File: src/rtl/wrst_pkg.sv
package wrst_pkg;

  localparam int NSRC     = 7;
  localparam int SRC_PIN  = 0;
  localparam int SRC_SW   = 1;
  localparam int SRC_BUS  = 2;
  localparam int SRC_WDOG = 3;
  localparam int SRC_MGMT = 4;
  localparam int SRC_PCI  = 5;
  localparam int SRC_DBG  = 6;

  typedef enum logic [2:0] {
    ST_IDLE,
    ST_DRIVE,
    ST_SETTLE,
    ST_PCIWAIT,
    ST_GAP
  } wrst_state_e;

  function automatic int unsigned max3(int unsigned a, int unsigned b, int unsigned c);
    int unsigned m;
    m = (a > b) ? a : b;
    return (m > c) ? m : c;
  endfunction

  // True on the last cycle of a phase that lasts len cycles, counting from 0.
  function automatic logic phase_last(int unsigned cnt, int unsigned len);
    return cnt == (len - 1);
  endfunction

  function automatic int unsigned cnt_bits(int unsigned limit);
    return (limit > 1) ? $clog2(limit) : 1;
  endfunction

endpackage

File: src/rtl/wrst_pci_filt.sv
module wrst_pci_filt #(
  parameter int STABLE = 8
) (
  input  logic clk,
  input  logic rst_n,
  input  logic raw_n,
  output logic filt_n
);
  import wrst_pkg::*;

  localparam int CW = cnt_bits(STABLE);

  logic          sync1_q, sync2_q;
  logic          filt_q;
  logic [CW-1:0] run_q;
  logic          differs;
  logic          run_full;

  assign differs  = (sync2_q != filt_q);
  assign run_full = phase_last(32'(run_q), STABLE);

  always_ff @(posedge clk or negedge rst_n) begin
    if (!rst_n) begin
      sync1_q <= 1'b1;
      sync2_q <= 1'b1;
      filt_q  <= 1'b1;
      run_q   <= '0;
    end else begin
      sync1_q <= raw_n;
      sync2_q <= sync1_q;
      if (!differs) begin
        run_q <= '0;
      end else if (run_full) begin
        filt_q <= sync2_q;
        run_q  <= '0;
      end else begin
        run_q <= run_q + 1'b1;
      end
    end
  end

  assign filt_n = filt_q;

  // Filtered output only ever takes the value the synchronizer held just before.
  assert_filt_follows_R4: assert property (@(posedge clk) disable iff (!rst_n)
    !$stable(filt_q) |-> (filt_q == $past(sync2_q)));

endmodule

File: src/rtl/wrst_req_qual.sv
module wrst_req_qual #(
  parameter int                DATA_W  = 32,
  parameter logic [DATA_W-1:0] RST_KEY = DATA_W'(32'h8000_0001)
) (
  input  logic                      clk,
  input  logic                      rst_n,
  input  logic                      pin_in,
  input  logic                      sw_wr_en,
  input  logic [DATA_W-1:0]         sw_wr_data,
  input  logic                      bus_tmo,
  input  logic                      wdog_tmo,
  input  logic                      wdog_rst_en,
  input  logic                      mgmt_wr_rst,
  input  logic                      pci_filt_n,
  input  logic                      sat_mode,
  input  logic                      dbg_prst,
  output logic [wrst_pkg::NSRC-1:0] req_vec
);
  import wrst_pkg::*;

  logic sw_hit;
  logic wdog_hit;
  logic pci_hit;

  assign sw_hit   = sw_wr_en && (sw_wr_data == RST_KEY);
  assign wdog_hit = wdog_tmo && wdog_rst_en;
  assign pci_hit  = sat_mode && !pci_filt_n;

  always_comb begin
    req_vec           = '0;
    req_vec[SRC_PIN]  = !pin_in;
    req_vec[SRC_SW]   = sw_hit;
    req_vec[SRC_BUS]  = bus_tmo;
    req_vec[SRC_WDOG] = wdog_hit;
    req_vec[SRC_MGMT] = mgmt_wr_rst;
    req_vec[SRC_PCI]  = pci_hit;
    req_vec[SRC_DBG]  = dbg_prst;
  end

  assert_sw_key_R2: assert property (@(posedge clk) disable iff (!rst_n)
    (sw_wr_data != RST_KEY) |-> !req_vec[SRC_SW]);

  assert_wdog_gate_R3: assert property (@(posedge clk) disable iff (!rst_n)
    !wdog_rst_en |-> !req_vec[SRC_WDOG]);

  assert_pci_gate_R4: assert property (@(posedge clk) disable iff (!rst_n)
    !sat_mode |-> !req_vec[SRC_PCI]);

endmodule

File: src/rtl/wrst_fsm.sv
module wrst_fsm #(
  parameter int DRIVE_CYC  = 4096,
  parameter int SETTLE_CYC = 4096,
  parameter int GAP_CYC    = 16
) (
  input  logic clk,
  input  logic rst_n,
  input  logic any_req,
  input  logic pin_in,
  input  logic pci_hold,
  output logic start,
  output logic pin_oe,
  output logic blk_rst,
  output logic xact_inhibit,
  output logic cpu_soft_rst,
  output logic boot_cs_en
);
  import wrst_pkg::*;

  localparam int CW = cnt_bits(max3(DRIVE_CYC, SETTLE_CYC, GAP_CYC));

  wrst_state_e   st_q, st_nxt;
  logic [CW-1:0] cnt_q;
  logic          cnt_clr;
  logic          soft_q;
  logic          drive_done, settle_done, gap_done;
  logic          sample_ev;
  logic          enter_gap;

  assign drive_done  = phase_last(32'(cnt_q), DRIVE_CYC);
  assign settle_done = phase_last(32'(cnt_q), SETTLE_CYC);
  assign gap_done    = phase_last(32'(cnt_q), GAP_CYC);
  assign sample_ev   = (st_q == ST_SETTLE) && settle_done;

  always_comb begin
    st_nxt  = st_q;
    cnt_clr = 1'b0;
    case (st_q)
      ST_IDLE: begin
        cnt_clr = 1'b1;
        if (any_req) st_nxt = ST_DRIVE;
      end
      ST_DRIVE: begin
        if (drive_done) begin
          st_nxt  = ST_SETTLE;
          cnt_clr = 1'b1;
        end
      end
      ST_SETTLE: begin
        if (sample_ev) begin
          cnt_clr = 1'b1;
          if (!pin_in)       st_nxt = ST_DRIVE;
          else if (pci_hold) st_nxt = ST_PCIWAIT;
          else               st_nxt = ST_GAP;
        end
      end
      ST_PCIWAIT: begin
        cnt_clr = 1'b1;
        if (!pin_in)        st_nxt = ST_DRIVE;
        else if (!pci_hold) st_nxt = ST_GAP;
      end
      ST_GAP: begin
        if (gap_done) begin
          st_nxt  = ST_IDLE;
          cnt_clr = 1'b1;
        end
      end
      default: begin
        st_nxt  = ST_IDLE;
        cnt_clr = 1'b1;
      end
    endcase
  end

  assign enter_gap = (st_nxt == ST_GAP) && (st_q != ST_GAP);
  assign start     = (st_q == ST_IDLE) && any_req;

  always_ff @(posedge clk or negedge rst_n) begin
    if (!rst_n) begin
      st_q   <= ST_IDLE;
      cnt_q  <= '0;
      soft_q <= 1'b0;
    end else begin
      st_q   <= st_nxt;
      cnt_q  <= cnt_clr ? '0 : cnt_q + 1'b1;
      soft_q <= enter_gap;
    end
  end

  assign pin_oe       = (st_q == ST_DRIVE);
  assign blk_rst      = (st_q == ST_DRIVE) || (st_q == ST_SETTLE) || (st_q == ST_PCIWAIT);
  assign xact_inhibit = (st_q != ST_IDLE);
  assign boot_cs_en   = (st_q == ST_IDLE);
  assign cpu_soft_rst = soft_q;

  // Checker counter: length of the current run of pin_oe.
  int unsigned oe_run_q;
  always_ff @(posedge clk or negedge rst_n) begin
    if (!rst_n) oe_run_q <= 0;
    else        oe_run_q <= pin_oe ? oe_run_q + 1 : 0;
  end

  assert_drive_len_R5: assert property (@(posedge clk) disable iff (!rst_n)
    $fell(pin_oe) |-> (oe_run_q == DRIVE_CYC));

  assert_soft_pulse_R8: assert property (@(posedge clk) disable iff (!rst_n)
    cpu_soft_rst |=> !cpu_soft_rst);

  assert_soft_norst_R8: assert property (@(posedge clk) disable iff (!rst_n)
    cpu_soft_rst |-> !blk_rst);

  assert_boot_gate_R9: assert property (@(posedge clk) disable iff (!rst_n)
    cpu_soft_rst |-> !boot_cs_en);

  assert_inhibit_cover_R10: assert property (@(posedge clk) disable iff (!rst_n)
    blk_rst |-> xact_inhibit);

  assert_pciwait_hold_R7: assert property (@(posedge clk) disable iff (!rst_n)
    (st_q == ST_PCIWAIT) |-> (blk_rst && !pin_oe));

endmodule

File: src/rtl/wrst_seq.sv
module wrst_seq #(
  parameter int                DATA_W     = 32,
  parameter logic [DATA_W-1:0] RST_KEY    = DATA_W'(32'h8000_0001),
  parameter int                DRIVE_CYC  = 4096,
  parameter int                SETTLE_CYC = 4096,
  parameter int                GAP_CYC    = 16,
  parameter int                FILT_CYC   = 8
) (
  input  logic              clk,
  input  logic              rst_n,
  input  logic              pin_in,
  input  logic              sw_wr_en,
  input  logic [DATA_W-1:0] sw_wr_data,
  input  logic              bus_tmo,
  input  logic              wdog_tmo,
  input  logic              wdog_rst_en,
  input  logic              mgmt_wr_rst,
  input  logic              pci_rst_n,
  input  logic              dbg_prst,
  input  logic              sat_mode,
  input  logic [6:0]        cause_clr,
  output logic              pin_oe,
  output logic              blk_rst,
  output logic              xact_inhibit,
  output logic              cpu_soft_rst,
  output logic              boot_cs_en,
  output logic [6:0]        cause
);
  import wrst_pkg::*;

  logic            pci_filt_n;
  logic [NSRC-1:0] req_vec;
  logic            any_req;
  logic            pci_hold;
  logic            start;
  logic [NSRC-1:0] cause_q;

  wrst_pci_filt #(.STABLE(FILT_CYC)) u_filt (
    .clk    (clk),
    .rst_n  (rst_n),
    .raw_n  (pci_rst_n),
    .filt_n (pci_filt_n)
  );

  wrst_req_qual #(.DATA_W(DATA_W), .RST_KEY(RST_KEY)) u_qual (
    .clk         (clk),
    .rst_n       (rst_n),
    .pin_in      (pin_in),
    .sw_wr_en    (sw_wr_en),
    .sw_wr_data  (sw_wr_data),
    .bus_tmo     (bus_tmo),
    .wdog_tmo    (wdog_tmo),
    .wdog_rst_en (wdog_rst_en),
    .mgmt_wr_rst (mgmt_wr_rst),
    .pci_filt_n  (pci_filt_n),
    .sat_mode    (sat_mode),
    .dbg_prst    (dbg_prst),
    .req_vec     (req_vec)
  );

  assign any_req  = |req_vec;
  assign pci_hold = sat_mode && !pci_filt_n;

  wrst_fsm #(
    .DRIVE_CYC  (DRIVE_CYC),
    .SETTLE_CYC (SETTLE_CYC),
    .GAP_CYC    (GAP_CYC)
  ) u_fsm (
    .clk          (clk),
    .rst_n        (rst_n),
    .any_req      (any_req),
    .pin_in       (pin_in),
    .pci_hold     (pci_hold),
    .start        (start),
    .pin_oe       (pin_oe),
    .blk_rst      (blk_rst),
    .xact_inhibit (xact_inhibit),
    .cpu_soft_rst (cpu_soft_rst),
    .boot_cs_en   (boot_cs_en)
  );

  always_ff @(posedge clk or negedge rst_n) begin
    if (!rst_n)     cause_q <= '0;
    else if (start) cause_q <= req_vec;
    else            cause_q <= cause_q & ~cause_clr;
  end

  assign cause = cause_q;

  assert_cause_hold_R11: assert property (@(posedge clk) disable iff (!rst_n)
    (!start && (cause_clr == '0)) |=> $stable(cause_q));

  assert_cause_load_R11: assert property (@(posedge clk) disable iff (!rst_n)
    start |=> (cause_q == $past(req_vec)));

  assert_start_drive_R1: assert property (@(posedge clk) disable iff (!rst_n)
    start |=> pin_oe);

endmodule

File: config.mk
export PLATFORM = sky130hd
export DESIGN_NAME = wrst_seq
export DESIGN_NICKNAME = d
export VERILOG_FILES = /design/src/rtl/wrst_pkg.sv /design/src/rtl/wrst_pci_filt.sv /design/src/rtl/wrst_req_qual.sv /design/src/rtl/wrst_fsm.sv /design/src/rtl/wrst_seq.sv
export SDC_FILE = /design/constraint.sdc
export NUM_CORES = 1
export LEC_CHECK = 0
export ABC_AREA = 1
export BUFFER_PORTS_ARGS = -buffer_cell sky130_fd_sc_hd__buf_2
export CAP_MARGIN = 15
export CORE_MARGIN = 2
export CORE_UTILIZATION = 44
export CTS_CLUSTER_SIZE = 25
export DETAILED_ROUTE_END_ITERATION = 7
export PLACE_DENSITY = 0.86
export SYNTH_ARGS = -nofsm -noshare
export SYNTH_HDL_FRONTEND = slang
export SYNTH_SLANG_ARGS = --single-unit
File: constraint.sdc
create_clock -name clk -period 1.5 [get_ports clk]
set_input_delay 0.3 -clock clk [delete_from_list [all_inputs] [get_ports clk]]
set_output_delay 0.3 -clock clk [all_outputs]
set_load 0.01 [all_outputs]
# Yosys cells after proc, flatten, opt, wreduce, memory -nomap -nowiden

Cells that the tools add are included.
Widths: inputs -> output; s select.

Mux-type cells: 17
Reductions and logical operators: 14
Bitwise gates (word level): 2
Add/subtract/negate cells: 2
Eq/ne operators: 11

Operators with widths:

| operator              | count |
|---|---|
| $eq 32x32->1 const B  | 1 |
| $mux 3                | 10 |
| $pmux 3 s5            | 1 |
| $add 12x1->12 const B | 1 |
| $eq 12x12->1 const B  | 1 |
| $eq 12x4->1 const B   | 1 |
| $mux 12               | 1 |
| $eq 3x3->1 const B    | 3 |
| $and 7x7->7           | 1 |
| $mux 7                | 1 |
| $not 7->7             | 1 |
| $reduce_or 7->1       | 1 |
| $eq 3x2->1 const B    | 2 |
| $logic_and 1x1->1     | 6 |
| $add 3x1->3 const B   | 1 |
| $eq 3x1->1 const B    | 1 |
| $logic_not 3->1       | 1 |
| $mux 1                | 3 |
| $ne 3x3->1 const B    | 1 |
| $pmux 1 s3            | 1 |
| $reduce_bool 3->1     | 1 |
| $logic_not 1->1       | 2 |
| $logic_or 1x1->1      | 2 |
| $reduce_and 2->1      | 1 |
| $ne 1x1->1            | 1 |

Output and inout port bits: 12
Bits in registers: 29
Input bits: 50
Logic and storage cells: 54

# Longest topological paths before layout

Gate-level depths: netlist (run 1).

Depth after elaboration: 8
Gate-level depth with buffers: 11
Gate-level depth less buffers: 10

# Hierarchy

A second synthesis (run 1) with hierarchy kept.

Cells, all modules: 231
Area total of the unflattened synthesis: 1686.6 um2

Modules (own cells, without submodules):

| module        | area an instance (um2) | instances | sequential area each (um2) | cells each |
|---|---|---|---|---|
| wrst_fsm      | 914.6                  | 1         | 400.4                      | 126 |
| wrst_seq      | 351.6                  | 1         | 175.2                      | 43 |
| wrst_pci_filt | 231.5                  | 1         | 153.9                      | 21 |
| wrst_req_qual | 188.9                  | 1         | 0.0                        | 41 |

# Least setup slack after synthesis (run 1)

OpenSTA, ideal clock, no wires.

Path kind: register to register
Start point: register u_fsm.cnt_q[0]
End point: register u_fsm.cnt_q[0]
Slack: 0.130 ns
Clock period less this slack: 1.370 ns
Arrival time: 1.299 ns
Setup time: 0.071 ns
Cell stages (with the launch flop): 10
Buffers on the path: 1
Required time: 1.429 ns
Cells stage by stage: dfrtp_1 > ha_1 > nand2_1 > nor2_4 > nand2_2 > nor2_4 > a21oi_1 > nand2_2 > buf_6 > nor2_1

Cells in the longest elaborated chain, start to end: 5
Elaborated cells on any way between the ends: 9
Those cells by class: add/sub (1); eq/ne (2); mux (5); reduce/logical (1)

Ends and longest elaborated chain:

| item                                                                  | RTL line       | RTL |
|---|---|---|
| from (decl)                                                           | wrst_fsm.sv:23 | `logic [CW-1:0] cnt_q;` |
| from (signal assigned)                                                | wrst_fsm.sv:85 | `cnt_q <= cnt_clr ? '0 : cnt_q + 1'b1;` |
| parallel branches: the longest is 4 deep, another holds $add 12x1->12 | -              |  |
| $mux 12 *                                                             | wrst_fsm.sv:85 |  |

Mark *: on every way between the ends.
A chain may end at the register's enable or synchronous reset.

# Final worst setup path (run 1)

Start point: register u_fsm.st_q[0]
End point: output boot_cs_en

Cells in the longest elaborated chain, start to end: 1

Ends and longest elaborated chain:

| item                   | RTL line       | RTL |
|---|---|---|
| from (decl)            | wrst_fsm.sv:22 | `wrst_state_e st_q, st_nxt;` |
| from (signal assigned) | wrst_fsm.sv:84 | `st_q <= st_nxt;` |
| $logic_not 3->1        | wrst_fsm.sv:93 | `assign boot_cs_en = (st_q == ST_IDLE);` |
| to (decl)              | wrst_seq.sv:26 | `output logic boot_cs_en,` |

Every way passes these cells.

==> metrics.md, run 1 <==
| Metric | Value |
|---|---|
| Run status | `complete, but fails checks` |
| Failing checks | `negative setup slack` |
| DR WL met2 | `1.998 mm` |
| Global-route wire length before repair | `6.023 mm` |
| Top-Level Pins | `62` |
| Vias | `1550` |
| WS Path Type | `flip-flop to output pin` |
| Commonest cells after routing, fill and taps aside | `nor2_1, buf_2, nand2_1, inv_1, dfrtp_1` |
| LEAKAGE | `1.165 nW` |
| Design Power | `2.238 mW` |
| Fin Clk Skew | `0.01099 ns` |
| Ant diodes | `0` |
| Final #Nets | `348` |
| Skew-Pair Late Insertion Delay | `0.33 ns` |
| Min cycle time layout | `1.543 ns` |
| # port buffers | `61` |
| Unrepaired setup endpoints after global routing | `true` |
| Initial DRC Count | `87` |
| Max VDD drop | `0.5120 mV` |
| Layout fillers | `296` |
| Full die area | `0.004151 sq mm` |
| DRC violation count after routing | `0` |
| CTS clk-pin slew, worst paths | `0.09 ns` |
| Critical Path Source Type | `flip-flop` |
| Num Clock Sinks | `29` |
| Reg2reg end | `u_fsm.cnt_q[2]` |
| Core Area | `0.003416 sq mm` |
| Worst Path Arrival | `1.24 ns` |
| Fin area | `0.002186 sq mm` |
| Clock root cell | `clkbuf_4` |
| Worst EP required | `1.20 ns` |
| Syn_nets | `273` |
| Area growth from synthesis to layout | `36.06%` |
| Largest net degree at the start of global routing | `30` |
| DR pass1 iterations | `4` |
| CTS Buf Count | `5` |
| Post-DP HPWL | `2.606 mm` |
| Routed met1 length | `1.483 mm` |
| Met3 wire length | `138 microns` |
| Pwr Density | `1024 mW/mm^2` |
| Worst-case clock buffer depth | `2` |
| Cell Area, Synth | `0.001607 sq mm` |
| Chip width | `64.43 microns` |
| Placed cells | `326` |
| Slew at the pin with the worst max-slew slack | `0.6175 ns` |
| Max-slew headroom | `0.5883` |
| Fin crit share | `1.028` |
| Vias per cell | `4.532` |
| Seq cells post-synth | `29` |
| Worst Setup SP | `u_fsm.st_q[0]` |
| Row count | `21` |
| Register area share after synthesis | `0.4540` |
| Routed WL per cell | `10.71 microns` |
| Gpl congestion | `0.8198` |
| Tightest hold margin | `0.05975 ns` |
| Synth Instances | `220` |
| H-tree depth | `2` |
| Critical path peak fanout | `4` |
| Routed WL | `3.663 mm` |
| Placed Area | `0.001958 sq mm` |
| Fin util | `0.6399` |
| R2R Path Start | `u_fsm.cnt_q[0]` |
| CTS tree | `built` |
| Final Hold Viols | `0` |
| Crit end category | `output pin` |
| Worst reg-to-reg setup slack | `-0.04 ns` |
| Fmax | `0.6483 GHz` |
| Top layer in use | `met4` |
| Routed Antenna Nets | `0` |
| Global Route Usage Sum | `0.1855` |
| Antenna violations before repair | `0` |
| CP Capture Point | `boot_cs_en` |
| Initial core utilization | `0.4703` |
| Layout cell share with drive strength beyond 1 | `0.3514` |
| Die H | `64.43 microns` |
| Synth Area per Inst | `7.302 sq um` |
| Final worst slack | `-0.04254 ns` |
| Final setup vio count | `16` |
| HP Class | `input port to flip-flop` |
| GRT overflow | `0` |
| Fin cells | `342` |
| Vias in the first global route | `1495` |
| Synth cell types | `19` |
| Final Slew Violations | `0` |
| Number of max-cap violations | `0` |
| Worst Reg2Reg Path Length in Cells | `10` |
| Yosys warning count | `0` |
[cells in the mapped netlist]
cell type | instances | share of area
nor2_4 | 2 | 0.014
dfrtp_1 | 26 | 0.40
buf_6 | 1 | 0.0070
inv_1 | 33 | 0.077
nor2_1 | 62 | 0.14
xnor2_1 | 3 | 0.016
o21ai_0 | 2 | 0.0062
dfstp_2 | 3 | 0.049
inv_2 | 1 | 0.0023
nand3b_1 | 1 | 0.0047
nand3_1 | 11 | 0.034
o21bai_4 | 1 | 0.012
nor3_1 | 2 | 0.0062
nand2_2 | 4 | 0.016
nand2_1 | 52 | 0.12
a21oi_1 | 4 | 0.012
ha_1 | 3 | 0.023
xor2_1 | 8 | 0.044
nor3b_1 | 1 | 0.0047
[sequential cells by signal (all words and copies together), names as in the netlist]
name and count:
u_fsm.cnt_q 12, cause 7, u_filt.run_q 3, u_fsm.st_q 3, u_filt.filt_n 1, u_filt.sync1_q 1
u_filt.sync2_q 1, u_fsm.cpu_soft_rst 1
[report_power, final]
| part | total [mW] | internal, mW | switching [mW] | leakage, nW |
|---|---|---|---|---|
| Clock | 0.665 | 0.398 | 0.268 | 0.0455 |
| Combinational | 0.528 | 0.248 | 0.280 | 0.746 |
| Sequential | 1.04 | 0.925 | 0.119 | 0.374 |
| Total | 2.24 | 1.57 | 0.667 | 1.16 |
[worst max-delay path: stages (launching register included)]
cell,delay (ns)
dfrtp_1,0.44
nor2_2,0.18
nand2_2,0.12
inv_2,0.08
buf_6,0.10
[timing repair]
action	CTS	global route
buffers inserted	1	5
cloned	0	1
endpoints found under the hold margin	21	0
hold buffers	1	0
setup endpoints to repair	9	22
pin swaps	1	7
resized for setup	7	19
[how the worst min path moves through the flow]
| stage | start | end | slack, ns | depth (start not counted) |
|---|---|---|---|---|
| after floorplan | rst_n | cause[0] | 0.004 | 0 |
| after global placement | rst_n | u_filt.run_q[1] | 0.34 | 1 |
| after detailed placement | rst_n | u_filt.run_q[1] | 0.35 | 1 |
| after CTS | pci_rst_n | u_filt.sync1_q | 0.05 | 1 |
| after global routing | pci_rst_n | u_filt.sync1_q | 0.04 | 1 |
| final | pci_rst_n | u_filt.sync1_q | 0.06 | 1 |
[logic make-up after synthesis]
logic type                 count (synthesis)  share of synthesized area
DFF                                       29                     0.4541
xor gates and xnor gates                  11                    0.05997
adders and majority gates                  3                    0.02337
buffers and inverters                     35                    0.08645
and+or+nand+nor                          135                     0.3458
AOI/OAI and AO/OA                          7                    0.03038
[through the flow]
step / worst slack (ns) / setup TNS [ns]
detailed placement: -0.007064 / -0.01185
global placement: 0.04931 / 0
CTS: 0.009823 / 0
floorplan: 0.1301 / 0
global route: -0.1734 / -2.453
finish: -0.04254 / -0.2972
[cell type report]
cell class / count / area (sq um) / share of cell area
clock inverter: 1 / 30.03 / 0.01374
sequential: 29 / 729.5 / 0.3337
inverter: 34 / 127.6 / 0.05839
clock buffer: 7 / 55.05 / 0.02519
tap: 46 / 57.56 / 0.02633
timing repair buffer: 68 / 372.9 / 0.1706
multi-input combinational: 157 / 813.3 / 0.3721
[routing by layer]
layer | vias to the layer above | track usage
li1 | 808 | -
met1 | 705 | 0.2187
met2 | 33 | 0.3229
met3 | 4 | 0.05382
met4 | 0 | 0.06383
met5 | - | 0
Note: power is estimated with default switching activity, not from simulation.
==> run 2, diff against run 1 <==
- PLACE_DENSITY: 0.86 -> 0.85
- SYNTH_HIERARCHICAL: unset -> 1
==> run 2 against run 1 <==
  * Highest routed layer unchanged
  * Area after synthesis grew 5.0%
  * Critical path type unchanged
  * Core utilization grew 0.088 points
  * Register-to-register slack improved by 0.08 ns
  * Critical endpoint is now xact_inhibit
  * The run now ends clean
  * Sequential share of layout area is 2.1 points lower
==> metrics.md, run 2 <==
| Metric | Value |
|---|---|
| Worst-case clock buffer depth | `2 (unchanged)` |
| Synth Instances | `231 (was 220)` |
| Crit end category | `output pin (unchanged)` |
| Num Clock Sinks | `29 (unchanged)` |
| Leading area contributor after synthesis | `dfrtp_1 (unchanged)` |
| Pwr Density | `1083 mW/mm^2 (was 1024 mW/mm^2)` |
| Register area share after synthesis | `0.4325 (was 0.4540)` |
| Logic gate share of total power | `0.256 (was 0.236)` |
| H-tree depth | `2 (unchanged)` |
| Fin util | `0.6408 (was 0.6399)` |
| Syn_nets | `284 (was 273)` |
| Row count | `22 (was 21)` |
| Largest net degree at the start of global routing | `16 (was 30)` |
| Synth cell types | `26 (was 19)` |
| Core Area | `0.003661 sq mm (was 0.003416 sq mm)` |
| Most flops, register | `u_fsm/cnt_q (was u_fsm.cnt_q)` |
| Initial core utilization | `0.4607 (was 0.4703)` |
| Top-count cell post-synth | `nand2_1 (was nor2_1)` |
| Critical path peak fanout | `5 (was 4)` |
| Run status | `completed (was complete, but fails checks)` |
| Routed WL | `4.039 mm (was 3.663 mm)` |
| Vias per cell | `4.708 (was 4.532)` |
| Post-synth EDFFs | `0 (unchanged)` |
| Final Hold Viols | `0 (unchanged)` |
| Vias | `1695 (was 1550)` |
| Top post-synthesis cells by area | `dfrtp_1, nand2_1, nor2_1 (was dfrtp_1, nor2_1, nand2_1)` |
| Clock root cell | `clkbuf_8 (was clkbuf_4)` |
| Fmax | `0.6686 GHz (was 0.6483 GHz)` |
| # port buffers | `61 (unchanged)` |
| CTS tree | `built (unchanged)` |
| Worst Path Arrival | `1.20 ns (was 1.24 ns)` |
| Routed WL per cell | `11.22 microns (was 10.71 microns)` |
| Cell Area, Synth | `0.001687 sq mm (was 0.001607 sq mm)` |
| Gpl congestion | `0.8453 (was 0.8198)` |
| Synth cell count leaders | `nand2_1, nor2_1, inv_1, dfrtp_1, nand3_1 (was nor2_1, nand2_1, inv_1, dfrtp_1, nand3_1)` |
| Placed Area | `0.002056 sq mm (was 0.001958 sq mm)` |
| Min cycle time layout | `1.496 ns (was 1.543 ns)` |
| LEAKAGE | `1.240 nW (was 1.165 nW)` |
| Full die area | `0.004345 sq mm (was 0.004151 sq mm)` |
| Routed Antenna Nets | `0 (unchanged)` |
| Number of flip-flops in the largest register | `12 (unchanged)` |
| Yosys warning count | `6 (was 0)` |
| Top-Level Pins | `62 (unchanged)` |
| Slew at the pin with the worst max-slew slack | `0.4114 ns (was 0.6175 ns)` |
| Global-route wire length before repair | `6.334 mm (was 6.023 mm)` |
| Post-DP HPWL | `2.837 mm (was 2.606 mm)` |
| Layout cell share with drive strength beyond 1 | `0.3814 (was 0.3514)` |
| DR pass1 iterations | `5 (was 4)` |
| Fin crit share | `0.9970 (was 1.028)` |
| Die H | `65.92 microns (was 64.43 microns)` |
| Ys async rst share | `1.000 (unchanged)` |
| Number of max-cap violations | `0 (unchanged)` |
| Initial DRC Count | `62 (was 87)` |
| CTS clk-pin slew, worst paths | `0.06 ns (was 0.09 ns)` |
| WS Path Type | `flip-flop to output pin (unchanged)` |
| Commonest cells after routing, fill and taps aside | `buf_2, nand2_1, nor2_1, inv_1, dfrtp_1 (was nor2_1, buf_2, nand2_1, inv_1, dfrtp_1)` |
| Final setup vio count | `0 (was 16)` |
| Clock power share | `0.330 (was 0.297)` |
| Most common cell after layout, fill and taps aside | `buf_2` |
| Worst EP required | `1.20 ns (about the same)` |
| P_int | `1.769 mW (was 1.572 mW)` |
| Tightest hold margin | `0.1139 ns (was 0.05975 ns)` |
| HP Class | `input port to flip-flop (unchanged)` |
| Final #Nets | `364 (was 348)` |
| Sw Pwr | `0.7724 mW (was 0.6667 mW)` |
| Post-synth top area share | `0.3858 (was 0.4050)` |
| Unrepaired setup endpoints after global routing | `true (unchanged)` |
| Seq cells post-synth | `29 (unchanged)` |
| Synth Area per Inst | `7.301 sq um (was 7.302 sq um)` |
| Skew-Pair Late Insertion Delay | `0.28 ns (was 0.33 ns)` |
| Max VDD drop | `0.9819 mV (was 0.5120 mV)` |
| Flop pwr share | `0.414 (was 0.467)` |
| Critical Path Source Type | `flip-flop (unchanged)` |
| Final Slew Violations | `0 (unchanged)` |
| Sw Share | `0.3039 (was 0.2978)` |
| Antenna violations before repair | `0 (unchanged)` |
| DRC violation count after routing | `0 (unchanged)` |
| Ant diodes | `0 (unchanged)` |
| Max-slew headroom | `0.7247 (was 0.5883)` |
| CTS Buf Count | `5 (unchanged)` |
| Chip width | `65.92 microns (was 64.43 microns)` |
| Main synth FF type | `dfrtp_1 (unchanged)` |
| GRT overflow | `0 (unchanged)` |
| Fin Clk Skew | `0.004104 ns (was 0.01099 ns)` |
| Vias in the first global route | `1565 (was 1495)` |
| Setup TNS Final | `0 ns (was -0.2972 ns)` |
| Fin area | `0.002346 sq mm (was 0.002186 sq mm)` |
| Global Route Usage Sum | `0.1937 (was 0.1855)` |
| Area growth from synthesis to layout | `39.09% (was 36.06%)` |
==> run 2: cell count changes after synthesis, sizes merged, moves of 2 or more <==
| cell | delta |
|---|---|
| buf | +6 |
| inv | +5 |
| o21ai | +12 |
| a21oi | -3 |
| nand4 | +4 |
| xor2 | -6 |
| nand2 | +5 |
| xnor2 | -2 |
| nor2 | -12 |
==> run 2: cell families after synthesis <==
group,Yosys count,share of synthesized area
compound gates,17,0.07121
xor+xnor,3,0.01558
fa+ha+maj,3,0.02226
buf+inv,46,0.1202
flops,29,0.4325
simple gates,133,0.3383
==> run 2: path summary, 6_finish.rpt <==
check | startpoint | cells past startpoint | slack [ns] | to
setup / recovery | u_fsm/st_q[2] | 4 | 0.004 | xact_inhibit
hold / removal | pci_rst_n | 1 | 0.11 | u_filt/sync1_q
setup reg to reg | u_fsm/cnt_q[1] | 8 | 0.04 | u_fsm/cnt_q[6]
hold reg to reg | u_filt/sync1_q | 0 | 0.36 | u_filt/sync2_q
max in group asynchronous | rst_n | 3 | 0.56 | u_filt/sync1_q
min in group asynchronous | rst_n | 2 | 0.46 | u_fsm/cnt_q[10]
==> run 2: power by group through the flow <==
stage / clock (mW) / sequential [mW] / combinational, mW
after floorplan: 0 / 1.03 / 0.400
final: 0.838 / 1.05 / 0.651
after global placement: 0 / 1.05 / 0.526
after global routing: 0.910 / 1.07 / 0.736
after CTS: 0.855 / 1.05 / 0.573
after detailed placement: 0 / 1.06 / 0.563
==> run 2: cell type report <==
| type | instances | area [sq um] |
|---|---|---|
| fill | 306 | 1315 |
| sequential | 29 | 733.2 |
| timing repair buffer | 79 | 461.7 |
| clock buffer | 6 | 82.58 |
| clock inverter | 2 | 37.54 |
| tap | 48 | 60.06 |
| inverter | 39 | 146.4 |
| multi-input combinational | 157 | 824.5 |
==> run 2: what timing repair did <==
item                       in CTS  in global routing
pin swaps                       2                  7
buffers inserted                2                 10
hold buffers                    1                  0
resized for setup               7                 11
setup endpoints to repair       3                 20
gates cloned                    0                  1
hold endpoints to repair       12                  0
==> run 2: per-layer routing <==
layer  vias up  GRT usage  routed length [microns]
li1        857          -                        -
met1       767     0.2094                     1572
met2        63     0.3497                     2189
met3         8    0.05963                      223
met4         0    0.07552                       53
met5         -          0                        0
==> run 2: per-stage QoR <==
step                power [mW]  setup WS [ns]  cells
floorplan                1.434        0.02734    231
global route             2.716       -0.05320    360
finish                   2.542       0.004438    360
global placement         1.579       -0.05411    338
detailed placement       1.622       -0.08817    338
CTS                      2.476       -0.01845    349
==> run 2: worst max-delay path: stages, from the launching register on <==
cell	delay, ns
dfrtp_2	0.45
buf_4	0.16
nor2_4	0.14
inv_2	0.05
buf_6	0.11
